`src/rtl/sec_wdog_pkg.sv`:
```
package sec_wdog_pkg;
  localparam int unsigned ADDR_W = 2;
  localparam logic [ADDR_W-1:0] REG_CTRL = 2'd0;
  localparam logic [ADDR_W-1:0] REG_LOAD = 2'd1;
  localparam logic [ADDR_W-1:0] REG_KICK = 2'd2;
  typedef enum logic {ST_FIRST = 1'b0, ST_SECOND = 1'b1} stage_e;
endpackage

```
`src/rtl/sec_wdog_gate.sv`:
```
module sec_wdog_gate (
  input  logic clk,
  input  logic rst,
  input  logic wr_en,
  input  logic wr_secure,
  output logic acc_ok,
  output logic ns_seen_q
);
  assign acc_ok = wr_en & wr_secure;

  always_ff @(posedge clk) begin
    if (rst) ns_seen_q <= 1'b0;
    else if (wr_en && !wr_secure) ns_seen_q <= 1'b1;
  end

  AST_NS_FLAG_HOLD: assert property (@(posedge clk) disable iff (rst)
    ns_seen_q |=> ns_seen_q);
endmodule

```
`src/rtl/sec_wdog_keyseq.sv`:
```
module sec_wdog_keyseq
  import sec_wdog_pkg::*;
#(
  parameter int unsigned DW = 16,
  parameter logic [DW-1:0] KEY_A = 16'h5555,
  parameter logic [DW-1:0] KEY_B = 16'hAAAA
) (
  input  logic              clk,
  input  logic              rst,
  input  logic              acc_ok,
  input  logic [ADDR_W-1:0] addr,
  input  logic [DW-1:0]     data,
  output logic              svc_hit
);
  logic armed_q;
  logic is_a, is_b;

  assign is_a    = acc_ok && (addr == REG_KICK) && (data == KEY_A);
  assign is_b    = acc_ok && (addr == REG_KICK) && (data == KEY_B);
  assign svc_hit = armed_q && is_b;

  // Any accepted write other than the first key drops the partial sequence.
  always_ff @(posedge clk) begin
    if (rst) armed_q <= 1'b0;
    else if (acc_ok) armed_q <= is_a;
  end
endmodule

```
`src/rtl/sec_wdog_timer.sv`:
```
module sec_wdog_timer
  import sec_wdog_pkg::*;
#(
  parameter int unsigned DW = 16,
  parameter logic [DW-1:0] DEF_LOAD = '1
) (
  input  logic              clk,
  input  logic              rst,
  input  logic              acc_ok,
  input  logic [ADDR_W-1:0] addr,
  input  logic [DW-1:0]     data,
  input  logic              svc_hit,
  output logic              active_q,
  output logic              irq_q,
  output logic              viol_q
);
  logic [DW-1:0] load_q;
  logic [DW-1:0] cnt_q;
  stage_e        stage_q;
  logic          do_arm, do_load;

  assign do_arm  = !active_q && acc_ok && (addr == REG_CTRL) && data[0];
  assign do_load = !active_q && acc_ok && (addr == REG_LOAD);

  always_ff @(posedge clk) begin
    if (rst) begin
      load_q   <= DEF_LOAD;
      cnt_q    <= '0;
      stage_q  <= ST_FIRST;
      active_q <= 1'b0;
      irq_q    <= 1'b0;
      viol_q   <= 1'b0;
    end else if (!active_q) begin
      if (do_load) load_q <= data;
      if (do_arm) begin
        active_q <= 1'b1;
        cnt_q    <= load_q;
        stage_q  <= ST_FIRST;
      end
    end else if (svc_hit) begin
      cnt_q   <= load_q;
      stage_q <= ST_FIRST;
      irq_q   <= 1'b0;
    end else if (cnt_q == '0) begin
      cnt_q <= load_q;
      if (stage_q == ST_FIRST) begin
        irq_q   <= 1'b1;
        stage_q <= ST_SECOND;
      end else begin
        viol_q <= 1'b1;
      end
    end else begin
      cnt_q <= cnt_q - 1'b1;
    end
  end

  AST_ACTIVE_HOLD: assert property (@(posedge clk) disable iff (rst)
    active_q |=> active_q);
  AST_VIOL_HOLD: assert property (@(posedge clk) disable iff (rst)
    viol_q |=> viol_q);
  AST_LOAD_FROZEN: assert property (@(posedge clk) disable iff (rst)
    (active_q && $past(active_q)) |-> $stable(load_q));
  AST_IRQ_NEEDS_ACTIVE: assert property (@(posedge clk) disable iff (rst)
    irq_q |-> active_q);
  AST_VIOL_AFTER_IRQ: assert property (@(posedge clk) disable iff (rst)
    $rose(viol_q) |-> $past(irq_q));
endmodule

```
`src/rtl/sec_wdog.sv`:
```
module sec_wdog
  import sec_wdog_pkg::*;
#(
  parameter int unsigned DW = 16,
  parameter logic [DW-1:0] KEY_A = 16'h5555,
  parameter logic [DW-1:0] KEY_B = 16'hAAAA,
  parameter logic [DW-1:0] DEF_LOAD = '1
) (
  input  logic              clk,
  input  logic              rst,
  input  logic              wr_en,
  input  logic [ADDR_W-1:0] wr_addr,
  input  logic [DW-1:0]     wr_data,
  input  logic              wr_secure,
  output logic              irq_o,
  output logic              viol_o,
  output logic              active_o,
  output logic              ns_seen_o
);
  logic acc_ok, svc_hit;

  sec_wdog_gate i_gate (
    .clk(clk), .rst(rst), .wr_en(wr_en), .wr_secure(wr_secure),
    .acc_ok(acc_ok), .ns_seen_q(ns_seen_o)
  );

  sec_wdog_keyseq #(.DW(DW), .KEY_A(KEY_A), .KEY_B(KEY_B)) i_keyseq (
    .clk(clk), .rst(rst), .acc_ok(acc_ok), .addr(wr_addr), .data(wr_data),
    .svc_hit(svc_hit)
  );

  sec_wdog_timer #(.DW(DW), .DEF_LOAD(DEF_LOAD)) i_timer (
    .clk(clk), .rst(rst), .acc_ok(acc_ok), .addr(wr_addr), .data(wr_data),
    .svc_hit(svc_hit), .active_q(active_o), .irq_q(irq_o), .viol_q(viol_o)
  );

  AST_SVC_CLEARS_IRQ: assert property (@(posedge clk) disable iff (rst)
    (svc_hit && active_o) |=> !irq_o);
  AST_NS_NO_ARM: assert property (@(posedge clk) disable iff (rst)
    (!active_o && !(wr_en && wr_secure)) |=> !active_o);
endmodule

```
`config.mk`:
```
export PLATFORM = sky130hd
export DESIGN_NAME = sec_wdog
export DESIGN_NICKNAME = d
export VERILOG_FILES = /design/src/rtl/sec_wdog_pkg.sv /design/src/rtl/sec_wdog_gate.sv /design/src/rtl/sec_wdog_keyseq.sv /design/src/rtl/sec_wdog_timer.sv /design/src/rtl/sec_wdog.sv
export SDC_FILE = /design/constraint.sdc
export NUM_CORES = 1
export LEC_CHECK = 0
export BUFFER_PORTS_ARGS = -buffer_cell sky130_fd_sc_hd__buf_2
export CELL_PAD_IN_SITES_DETAIL_PLACEMENT = 1
export CELL_PAD_IN_SITES_GLOBAL_PLACEMENT = 2
export CORE_ASPECT_RATIO = 1.5
export CORE_MARGIN = 5
export CORE_UTILIZATION = 34
export CTS_CLUSTER_DIAMETER = 30
export DETAILED_ROUTE_END_ITERATION = 7
export PLACE_DENSITY_LB_ADDON = 0.3
export REMOVE_ABC_BUFFERS = 1
export SYNTH_ARGS = -nofsm -noshare
export SYNTH_HDL_FRONTEND = slang
export SYNTH_SLANG_ARGS = --single-unit
```
`constraint.sdc`:
```
create_clock -name clk -period 3 [get_ports clk]
set_input_delay 0.45 -clock clk [delete_from_list [all_inputs] [get_ports clk]]
set_output_delay 0.45 -clock clk [all_outputs]
set_load 0.05 [all_outputs]
```
After elaboration in Yosys (flattened, before gate mapping)
Cells that the tools add are included.
{ "totals": {"ff_bits": 38, "in_bits": 22, "out_inout_bits": 4, "elab_cells": 50} }
{ "classes": {"add_sub_neg": 1, "n_eq_ne": 6, "n_mux": 13, "bitwise": 3, "reduce_logical": 19} }
{ "op_table": {"columns": ["op", "count"], "rows": [
  ["16-bit two-way mux", 4],
  ["16-bit by 15-bit equality test with 1-bit output (second input constant)", 1],
  ["16-bit equality test (second input constant)", 1],
  ["16-bit zero test", 1],
  ["16-bit by 1-bit subtractor with 16-bit output (second input constant)", 1],
  ["1-bit logical AND", 9],
  ["1-bit two-way mux", 9],
  ["2-bit AND reduction", 2],
  ["4-bit AND reduction", 1],
  ["2-bit nonzero test", 2],
  ["3-bit != test (second input constant)", 1],
  ["3-bit AND reduction", 1],
  ["2-bit by 1-bit equality test with 1-bit output (second input constant)", 1],
  ["2-bit equality test (second input constant)", 1],
  ["1-bit zero test", 2],
  ["2-bit zero test", 1],
  ["2-bit != test (second input constant)", 1],
  ["1-bit NOT", 2],
  ["1-bit bitwise AND", 1]
]} }

Logic depth before layout (Yosys ltp)
Gate-level depths: netlist (run 1).
{ "logic_depth": {"ltp_word": 6, "depth_mapped": 9, "mapped_depth_nobuf": 8} }

Hierarchy
From an unflattened synthesis (run 1), not the netlist that was laid out.
{ "unflattened": {"cells_unflattened": 228, "area_unflattened_um2": 1996.9} }
{ "by_module_without_submodules": {"columns": ["mod", "n_inst", "cells_per_inst", "area_per_inst_um2", "seq_area_each_um2"], "rows": [
  ["sec_wdog_timer", 1, 206, 1806.7, 720.7],
  ["sec_wdog_keyseq", 1, 17, 143.9, 20.0],
  ["sec_wdog_gate", 1, 5, 46.3, 20.0]
]} }

Worst setup path before layout (run 1)
Ideal clock, no wire load.
{ "synth_timing": {"path_type": "flip-flop to flip-flop", "start": "reg i_timer.cnt_q[12]", "end": "reg i_timer.cnt_q[14]", "setup_ns": 0.117, "arrival_time_ns": 2.284, "required_time_ns": 2.883, "slack_ns": 0.598, "stages_incl_launch_ff": 8, "path_buffers": 1, "synth_period_minus_slack_ns": 2.402, "path_cell_list": "dfxtp_1 > or3_4 > or2_4 > or4_4 > and3_4 > buf_6 > mux2_4 > a32o_1"} }
{ "synth_between": {"elab_chain_cells": 4, "elab_cells_between_ends": 5, "cone_classes": "add/sub (1); mux (3); reduce/logical (1)"} }
{ "synth_rtl": {"columns": ["item", "line_no", "text"], "rows": [
  ["from (decl)", "sec_wdog_timer.sv:18", "logic [DW-1:0] cnt_q;"],
  ["from (signal assigned)", "sec_wdog_timer.sv:37", "cnt_q <= load_q;"],
  ["from (signal assigned)", "sec_wdog_timer.sv:41", "cnt_q <= load_q;"],
  ["from (signal assigned)", "sec_wdog_timer.sv:45", "cnt_q <= load_q;"],
  ["16-bit by 1-bit subtractor with 16-bit output or 16-bit zero test (tied branches)", "sec_wdog_timer.sv:53, sec_wdog_timer.sv:44", null],
  ["16-bit two-way mux (*)", "sec_wdog_timer.sv:44", "end else if (cnt_q == '0) begin"],
  ["16-bit two-way mux (*)", "sec_wdog_timer.sv:40", "end else if (svc_hit) begin"],
  ["16-bit two-way mux (*)", "sec_wdog_timer.sv:33", "end else if (!active_q) begin"]
]} }
Every way passes the cells marked *; elsewhere a longest branch is shown, timed or not.
A chain may end at the register's enable or synchronous reset.

Worst setup path in the final report (run 1)
{ "layout_timing": {"start": "reg i_timer.cnt_q[12]", "end": "reg i_timer.cnt_q[0]"} }
{ "layout_between": {"elab_chain_cells": 4} }
{ "layout_rtl": {"columns": ["item", "line_no"], "rows": [
  ["16-bit zero test", "sec_wdog_timer.sv:44"],
  ["16-bit two-way mux", "sec_wdog_timer.sv:44"],
  ["16-bit two-way mux", "sec_wdog_timer.sv:40"],
  ["16-bit two-way mux", "sec_wdog_timer.sv:33"]
]} }
Every way passes these cells.

==> metrics.md, run 1 <==
| Metric | Value |
|---|---|
| Result of the run | `complete, no violations` |
| H-tree lvl count | `2` |
| Setup ws final | `0.4008 ns` |
| Nets | `290` |
| Total track usage | `15.67%` |
| Most used DFF post-synth | `dfxtp_1` |
| Hold_buf cts | `0` |
| CP Launch Type | `flop` |
| Total Power | `1325 µW` |
| Post-CTS Setup Bufs | `0` |
| Pre-CTS WS | `0.3838 ns` |
| Sequential-to-total area share from yosys stat | `38.21%` |
| Iter 0 DRT Violations | `77` |
| Max Root-Sink Buffers | `2` |
| WS Path Type | `flop to flop` |
| WL final | `5.689 mm` |
| VDD IR max | `0.2652 mV` |
| Number of global-route vias before repair | `1,905` |
| Die ar. | `7517 µm²` |
| Fin crit period | `2.599 ns` |
| WP data required | `3.23 ns` |
| Yosys top cell area share | `38.21%` |
| Ys async rst share | `0%` |
| Mapped Cells | `246` |
| Top post-synthesis cells by area | `dfxtp_1, nand2_1, nand3_1, mux2i_1, nor4_1` |
| Max Clk Rate | `384.7 MHz` |
| Core area | `5743 µm²` |
| Final cell count without fillers | `339` |
| Final setup TNS | `0 ns` |
| Avg Vias per Cell | `5.543` |
| CTS resizes | `0` |
| Via count | `1,879` |
| Initial antenna violation count | `0` |
| Area delta synth->final | `16.15%` |
| Most common cell in the netlist | `nand2_1` |
| Drt pass-1 iters | `4` |
| Syn Area/Cell | `8.092 µm²` |
| Final setup fails | `0` |
| Hold Crit Class | `input pin to flop` |
| CTS Sinks | `38` |
| Clock root buffer | `clkbuf_8` |
| Final period utilization | `86.64%` |
| Yosys warning count | `0` |
| Gr ovfl total | `0` |
| Ports | `26` |
| Post-synth top cells | `nand2_1, dfxtp_1, nand3_1` |
| Post-DP HPWL | `4.328 mm` |
| Final Cell Area | `2312 µm²` |
| Setup crit end kind | `flop` |
| Worst EP arrival | `2.83 ns` |
| Num CTS Buffers | `5` |
| RD Place Congestion | `0.7425` |
| Antenna fix cells | `0` |
| Post-synth EDFFs | `0` |
| Cell Area, Placed | `2170 µm²` |
| Global-route wire length before repair | `9.349 mm` |
| Hold Vio Cnt, Final | `0` |
| Slew headroom | `59.30%` |
| Crit-path max FO | `14` |
| Post-Syn Area | `1991 µm²` |
| Synth unique cells | `48` |
| Die Y | `103.7 µm` |
| Reg-to-reg slack, setup | `0.40 ns` |
| Placed cell count | `331` |
| Starting Density | `34.66%` |
| Setup Skew | `0.005720 ns` |
| P_leak | `0.0009796 µW` |
| Share of layout cells above drive strength 1 | `18.73%` |
| Max Transition Viols Final | `0` |
| Max_cap viols | `0` |
| TritonCTS clock tree | `built` |
| DR DRC count | `0` |
| Tightest Pin Transition | `0.6088 ns` |
| Core Rows | `34` |
| Synth Register Bits | `38` |
| Port Buffers | `25` |
| Largest net degree at the start of global routing | `20` |
| Clock transition at the registers of the reported paths | `0.08 ns` |
| Die width | `72.48 µm` |
| Synth area leader | `dfxtp_1` |
| Routed len/inst | `16.78 µm` |
| Post-route ant nets | `0` |
| RSZ-0062 raised after global routing | `no` |
| Power density cells | `573.0 nW/µm²` |
| Worst-Skew Late Latency | `0.29 ns` |
## sequential cells by signal, indices dropped and copies added (netlist names)
register          flops
i_timer.load_q       16
i_timer.cnt_q        16
i_timer.viol_q        1
i_keyseq.armed_q      1
i_gate.ns_seen_q      1
i_timer.irq_q         1
i_timer.active_q      1
i_timer.stage_q       1
## cell usage in the layout, fill, tap and decap left out, types with 2 or more instances in the layout
| cell type | synthesis | layout |
|---|---|---|
| a211o_1 | 2 | 2 |
| a21oi_1 | 8 | 8 |
| a32o_1 | 4 | 4 |
| and3_1 | 5 | 5 |
| and4_1 | 2 | 2 |
| buf_2 | 2 | 25 |
| buf_4 | 0 | 5 |
| bufinv_16 | 0 | 2 |
| clkbuf_8 | 0 | 6 |
| dfxtp_1 | 38 | 38 |
| ha_1 | 2 | 2 |
| inv_1 | 8 | 8 |
| mux2_4 | 2 | 2 |
| mux2i_1 | 7 | 7 |
| nand2_1 | 42 | 42 |
| nand2b_1 | 2 | 2 |
| nand3_1 | 19 | 19 |
| nand4b_1 | 2 | 2 |
| nor2_1 | 12 | 12 |
| nor2b_1 | 2 | 2 |
| nor3_1 | 9 | 9 |
| nor4_1 | 11 | 11 |
| nor4bb_1 | 5 | 5 |
| o21ai_0 | 9 | 9 |
| o22ai_1 | 4 | 4 |
| o41ai_1 | 3 | 3 |
| or2_2 | 2 | 2 |
| or3_1 | 5 | 5 |
| or4_1 | 3 | 3 |
| or4_4 | 2 | 2 |
## critical path, cell delays in order (launching register included)
cell and delay [ns]:
dfxtp_1 0.36, or3_4 0.41, or2_4 0.25, or4_4 0.56, nand3_1 0.43, mux2_2 0.40
a21oi_1 0.13
## final cells by class
type | count | area, µm²
multi-input cells | 183 | 1126
clock buffers | 6 | 82.58
fillers | 715 | 3431
inverters | 8 | 30.03
clock inverters | 2 | 60.06
repair buffers | 30 | 162.7
well taps | 72 | 90.09
flip-flops and latches | 38 | 760.7
## path summary, 6_finish.rpt
path	from	end	cells past startpoint
setup reg to reg	i_timer.cnt_q[12]	i_timer.cnt_q[0]	6
hold reg to reg	i_timer.load_q[1]	i_timer.load_q[1]	2
setup / recovery	i_timer.cnt_q[12]	i_timer.cnt_q[0]	6
hold / removal	wr_data[2]	i_timer.load_q[2]	3
## stage by stage
step,utilization [%],hold slack [ns]
final,40.26,0.3915
after global routing,40.26,0.4055
after CTS,40.26,0.3846
after detailed placement,37.78,0.4550
after global placement,37.78,0.4427
after floorplan,-,0.4321
## per-layer routing
layer	wire, µm	part of all wire (%)	GRT usage, %	vias up
li1	-	-	-	942
met1	2498	44	17.93	896
met2	2901	51	27.97	27
met3	132	2.3	2.422	14
met4	157	2.8	6.596	0
met5	0	0	0	-
## logic make-up after synthesis
| family | count (synthesis) | synth area share [%] |
|---|---|---|
| xor+xnor | 1 | 0.4401 |
| mux | 10 | 5.594 |
| compound gates | 39 | 13.58 |
| buf+inv | 25 | 5.217 |
| flops | 38 | 38.21 |
| simple gates | 131 | 35.70 |
| fa+ha+maj | 2 | 1.257 |
## report_power, final
group | leakage, µW | switching (µW) | total, µW | internal (µW)
combinational | 0.000599 | 137 | 232 | 94.6
clock | 0.0000714 | 195 | 550 | 355
sequential | 0.000309 | 17.8 | 543 | 525
No activity file was read; power rests on OpenSTA's default activity.
==> run 2: changes to the inputs <==
--- a/config.mk
+++ b/config.mk
@@ -9,11 +9,11 @@
 export CELL_PAD_IN_SITES_DETAIL_PLACEMENT = 1
 export CELL_PAD_IN_SITES_GLOBAL_PLACEMENT = 2
 export CORE_ASPECT_RATIO = 1.5
-export CORE_MARGIN = 5
 export CORE_UTILIZATION = 34
 export CTS_CLUSTER_DIAMETER = 30
 export DETAILED_ROUTE_END_ITERATION = 7
 export PLACE_DENSITY_LB_ADDON = 0.3
+export RECOVER_POWER = 50
 export REMOVE_ABC_BUFFERS = 1
 export SYNTH_ARGS = -nofsm -noshare
 export SYNTH_HDL_FRONTEND = slang
==> run 2 against run 1 <==
Against the previous run:
- flip-flop and latch count did not move
- final cell count fell by 0.59%
- setup slack improved by 0.027 ns
- utilization rose by 0.29 points
==> metrics.md, run 2 (synthesis gave the netlist of run 1 again) <==
| Metric | Value |
|---|---|
| Largest net degree at the start of global routing | `20 (unchanged)` |
| Die ar. | `6171 µm² (-18%)` |
| Max Clk Rate | `388.8 MHz (+1.0%)` |
| Initial antenna violation count | `0 (unchanged)` |
| Largest stage delay, worst path | `0.55 ns (about the same)` |
| RSZ-0062 raised after global routing | `no` |
| Worst-Skew Late Latency | `0.29 ns (about the same)` |
| Die Y | `95.72 µm (-7.7%)` |
| Max Root-Sink Buffers | `2 (unchanged)` |
| Reg-to-reg slack, setup | `0.43 ns (+0.03 ns)` |
| Gr ovfl total | `0 (unchanged)` |
| Hold_buf cts | `0 (unchanged)` |
| CTS resizes | `0 (unchanged)` |
| P_int | `802.8 µW (-18%)` |
| Combinational Power Share | `20.0% (+2.5 points)` |
| Fin crit period | `2.572 ns (-0.02691 ns)` |
| Number of global-route vias before repair | `1,880 (-1.3%)` |
| Port Buffers | `25 (unchanged)` |
| Result of the run | `complete, no violations` |
| Total Power | `1147 µW (-13%)` |
| WL final | `5.584 mm (-1.8%)` |
| Via count | `1,871 (-0.43%)` |
| Core Rows | `33 (-2.9%)` |
| Worst EP arrival | `2.78 ns (-0.05 ns)` |
| Largest regs | `i_timer.cnt_q (16), i_timer.load_q (16)` |
| P_leak | `0.0009228 µW (-5.8%)` |
| Final setup fails | `0 (unchanged)` |
| Critical-path cell list | `or3_4, or2_4, or4_4, nand3_1, mux2_2, a21oi_1` |
| Starting Density | `35.98% (+1.3 points)` |
| TritonCTS clock tree | `built` |
| WS Path Type | `flop to flop` |
| Total track usage | `19.98% (+4.3 points)` |
| Post-route ant nets | `0 (unchanged)` |
| Drt pass-1 iters | `4 (unchanged)` |
| CP Buf/Inv Count | `0 (unchanged)` |
| Antenna fix cells | `0 (unchanged)` |
| Hold Vio Cnt, Final | `0 (unchanged)` |
| CP max-delay cell | `or4_4` |
| Cell Area, Placed | `2167 µm² (-0.12%)` |
| Post-DP HPWL | `4.235 mm (-2.1%)` |
| Commonest cells after routing, fill and taps aside | `nand2_1, dfxtp_1, nand3_1, buf_2, nor2_1` |
| Tightest Pin Transition | `0.9453 ns (+0.3364 ns)` |
| CP Launch Type | `flop` |
| Switching power | `344.2 µW (-1.6%)` |
| Utilization after layout | `40.55% (+0.29 points)` |
| Setup crit end kind | `flop` |
| Hold slack | `0.3936 ns (+0.002063 ns)` |
| Nets | `290 (unchanged)` |
| WP data required | `3.21 ns (-0.02 ns)` |
| Power density cells | `511.3 nW/µm² (-11%)` |
| Max_cap viols | `0 (unchanged)` |
| Share of layout cells above drive strength 1 | `15.36% (-3.4 points)` |
| Slew headroom | `36.98% (-22 points)` |
| Area delta synth->final | `12.70%` |
| Iter 0 DRT Violations | `53 (-31%)` |
| Final period utilization | `85.74% (-0.90 points)` |
| CTS Sinks | `38 (unchanged)` |
| Top delay family on crit path | `simple AND/OR/NAND/NOR gates` |
| Reg power frac | `47.4% (+6.4 points)` |
| VDD IR max | `0.2181 mV (-18%)` |
| Crit-path max FO | `14 (unchanged)` |
| Clock transition at the registers of the reported paths | `0.08 ns (about the same)` |
| Num CTS Buffers | `5 (unchanged)` |
| Clock root buffer | `clkbuf_8` |
| Setup Skew | `0.002234 ns (-0.003485 ns)` |
| Routed len/inst | `16.57 µm (-1.3%)` |
| Post-CTS Setup Bufs | `0 (unchanged)` |
| H-tree lvl count | `2 (unchanged)` |
| Final Cell Area | `2243 µm² (-3.0%)` |
| Clk pwr share | `32.6% (-8.9 points)` |
| Die width | `64.48 µm (-11%)` |
| Commonest non-fill, non-tap cell in the layout | `nand2_1` |
| Ports | `26 (unchanged)` |
| Global-route wire length before repair | `9.453 mm (+1.1%)` |
| Switching Fraction | `30.01% (+3.6 points)` |
| Max Transition Viols Final | `0 (unchanged)` |
| DR DRC count | `0 (unchanged)` |
| Hold Crit Class | `input pin to flop` |
| Core area | `5533 µm² (-3.7%)` |
| Final setup TNS | `0 ns (unchanged)` |
| RD Place Congestion | `0.7532 (+1.4%)` |
| Avg Vias per Cell | `5.552 (+0.17%)` |
run 2: cell count changes in the layout (fill, tap and decap cells not counted):
cell	change
buf_2	-6
buf_4	-3
bufinv_16	-2
clkbuf_1	+9
clkinvlp_4	+1
clkinv_2	+1
run 2: path summary, 6_finish.rpt:
path | to | start | cells past startpoint
max | i_timer.cnt_q[0] | i_timer.cnt_q[12] | 6
min | i_timer.load_q[13] | wr_data[13] | 3
max reg2reg | i_timer.cnt_q[0] | i_timer.cnt_q[12] | 6
min reg2reg | i_timer.load_q[2] | i_timer.load_q[2] | 2
run 2: power by group through the flow:
stage                     logic [µW]  clock network [µW]  registers [µW]
after floorplan                  152                   0             555
final                            230                 374             543
after CTS                        233                 381             543
after global routing             257                 411             547
after global placement           231                   0             554
after detailed placement         233                   0             555
run 2: area by class of cell:
cell class                 count  area [µm²]
fill                         712        3289
inverter                       8       30.03
tap                           70       87.58
timing repair buffer          30       143.9
multi-input combinational    183        1126
clock buffer                   6       82.58
clock inverter                 2       12.51
sequential                    38       760.7
run 2: tightest hold or removal path: cells and delay by family:
family	cells	cell delay, ns
buffers and inverters	1	0.09
and+or+nand+nor	2	0.10
run 2: layer usage:
| layer | vias up | global-route usage [%] | share of wire [%] |
|---|---|---|---|
| li1 | 936 | - | - |
| met1 | 898 | 23.96 | 44 |
| met2 | 31 | 36.23 | 53 |
| met3 | 6 | 2.962 | 2.2 |
| met4 | 0 | 6.296 | 1.3 |
| met5 | - | 0 | 0 |
run 2: through the flow:
stage	setup slack, ns	instances
6_report	0.4277	337
5_1_grt	0.3184	337
4_1_cts	0.4365	337
3_5_place_dp	0.3810	329
3_3_place_gp	0.3979	329
2_1_floorplan	0.6378	229
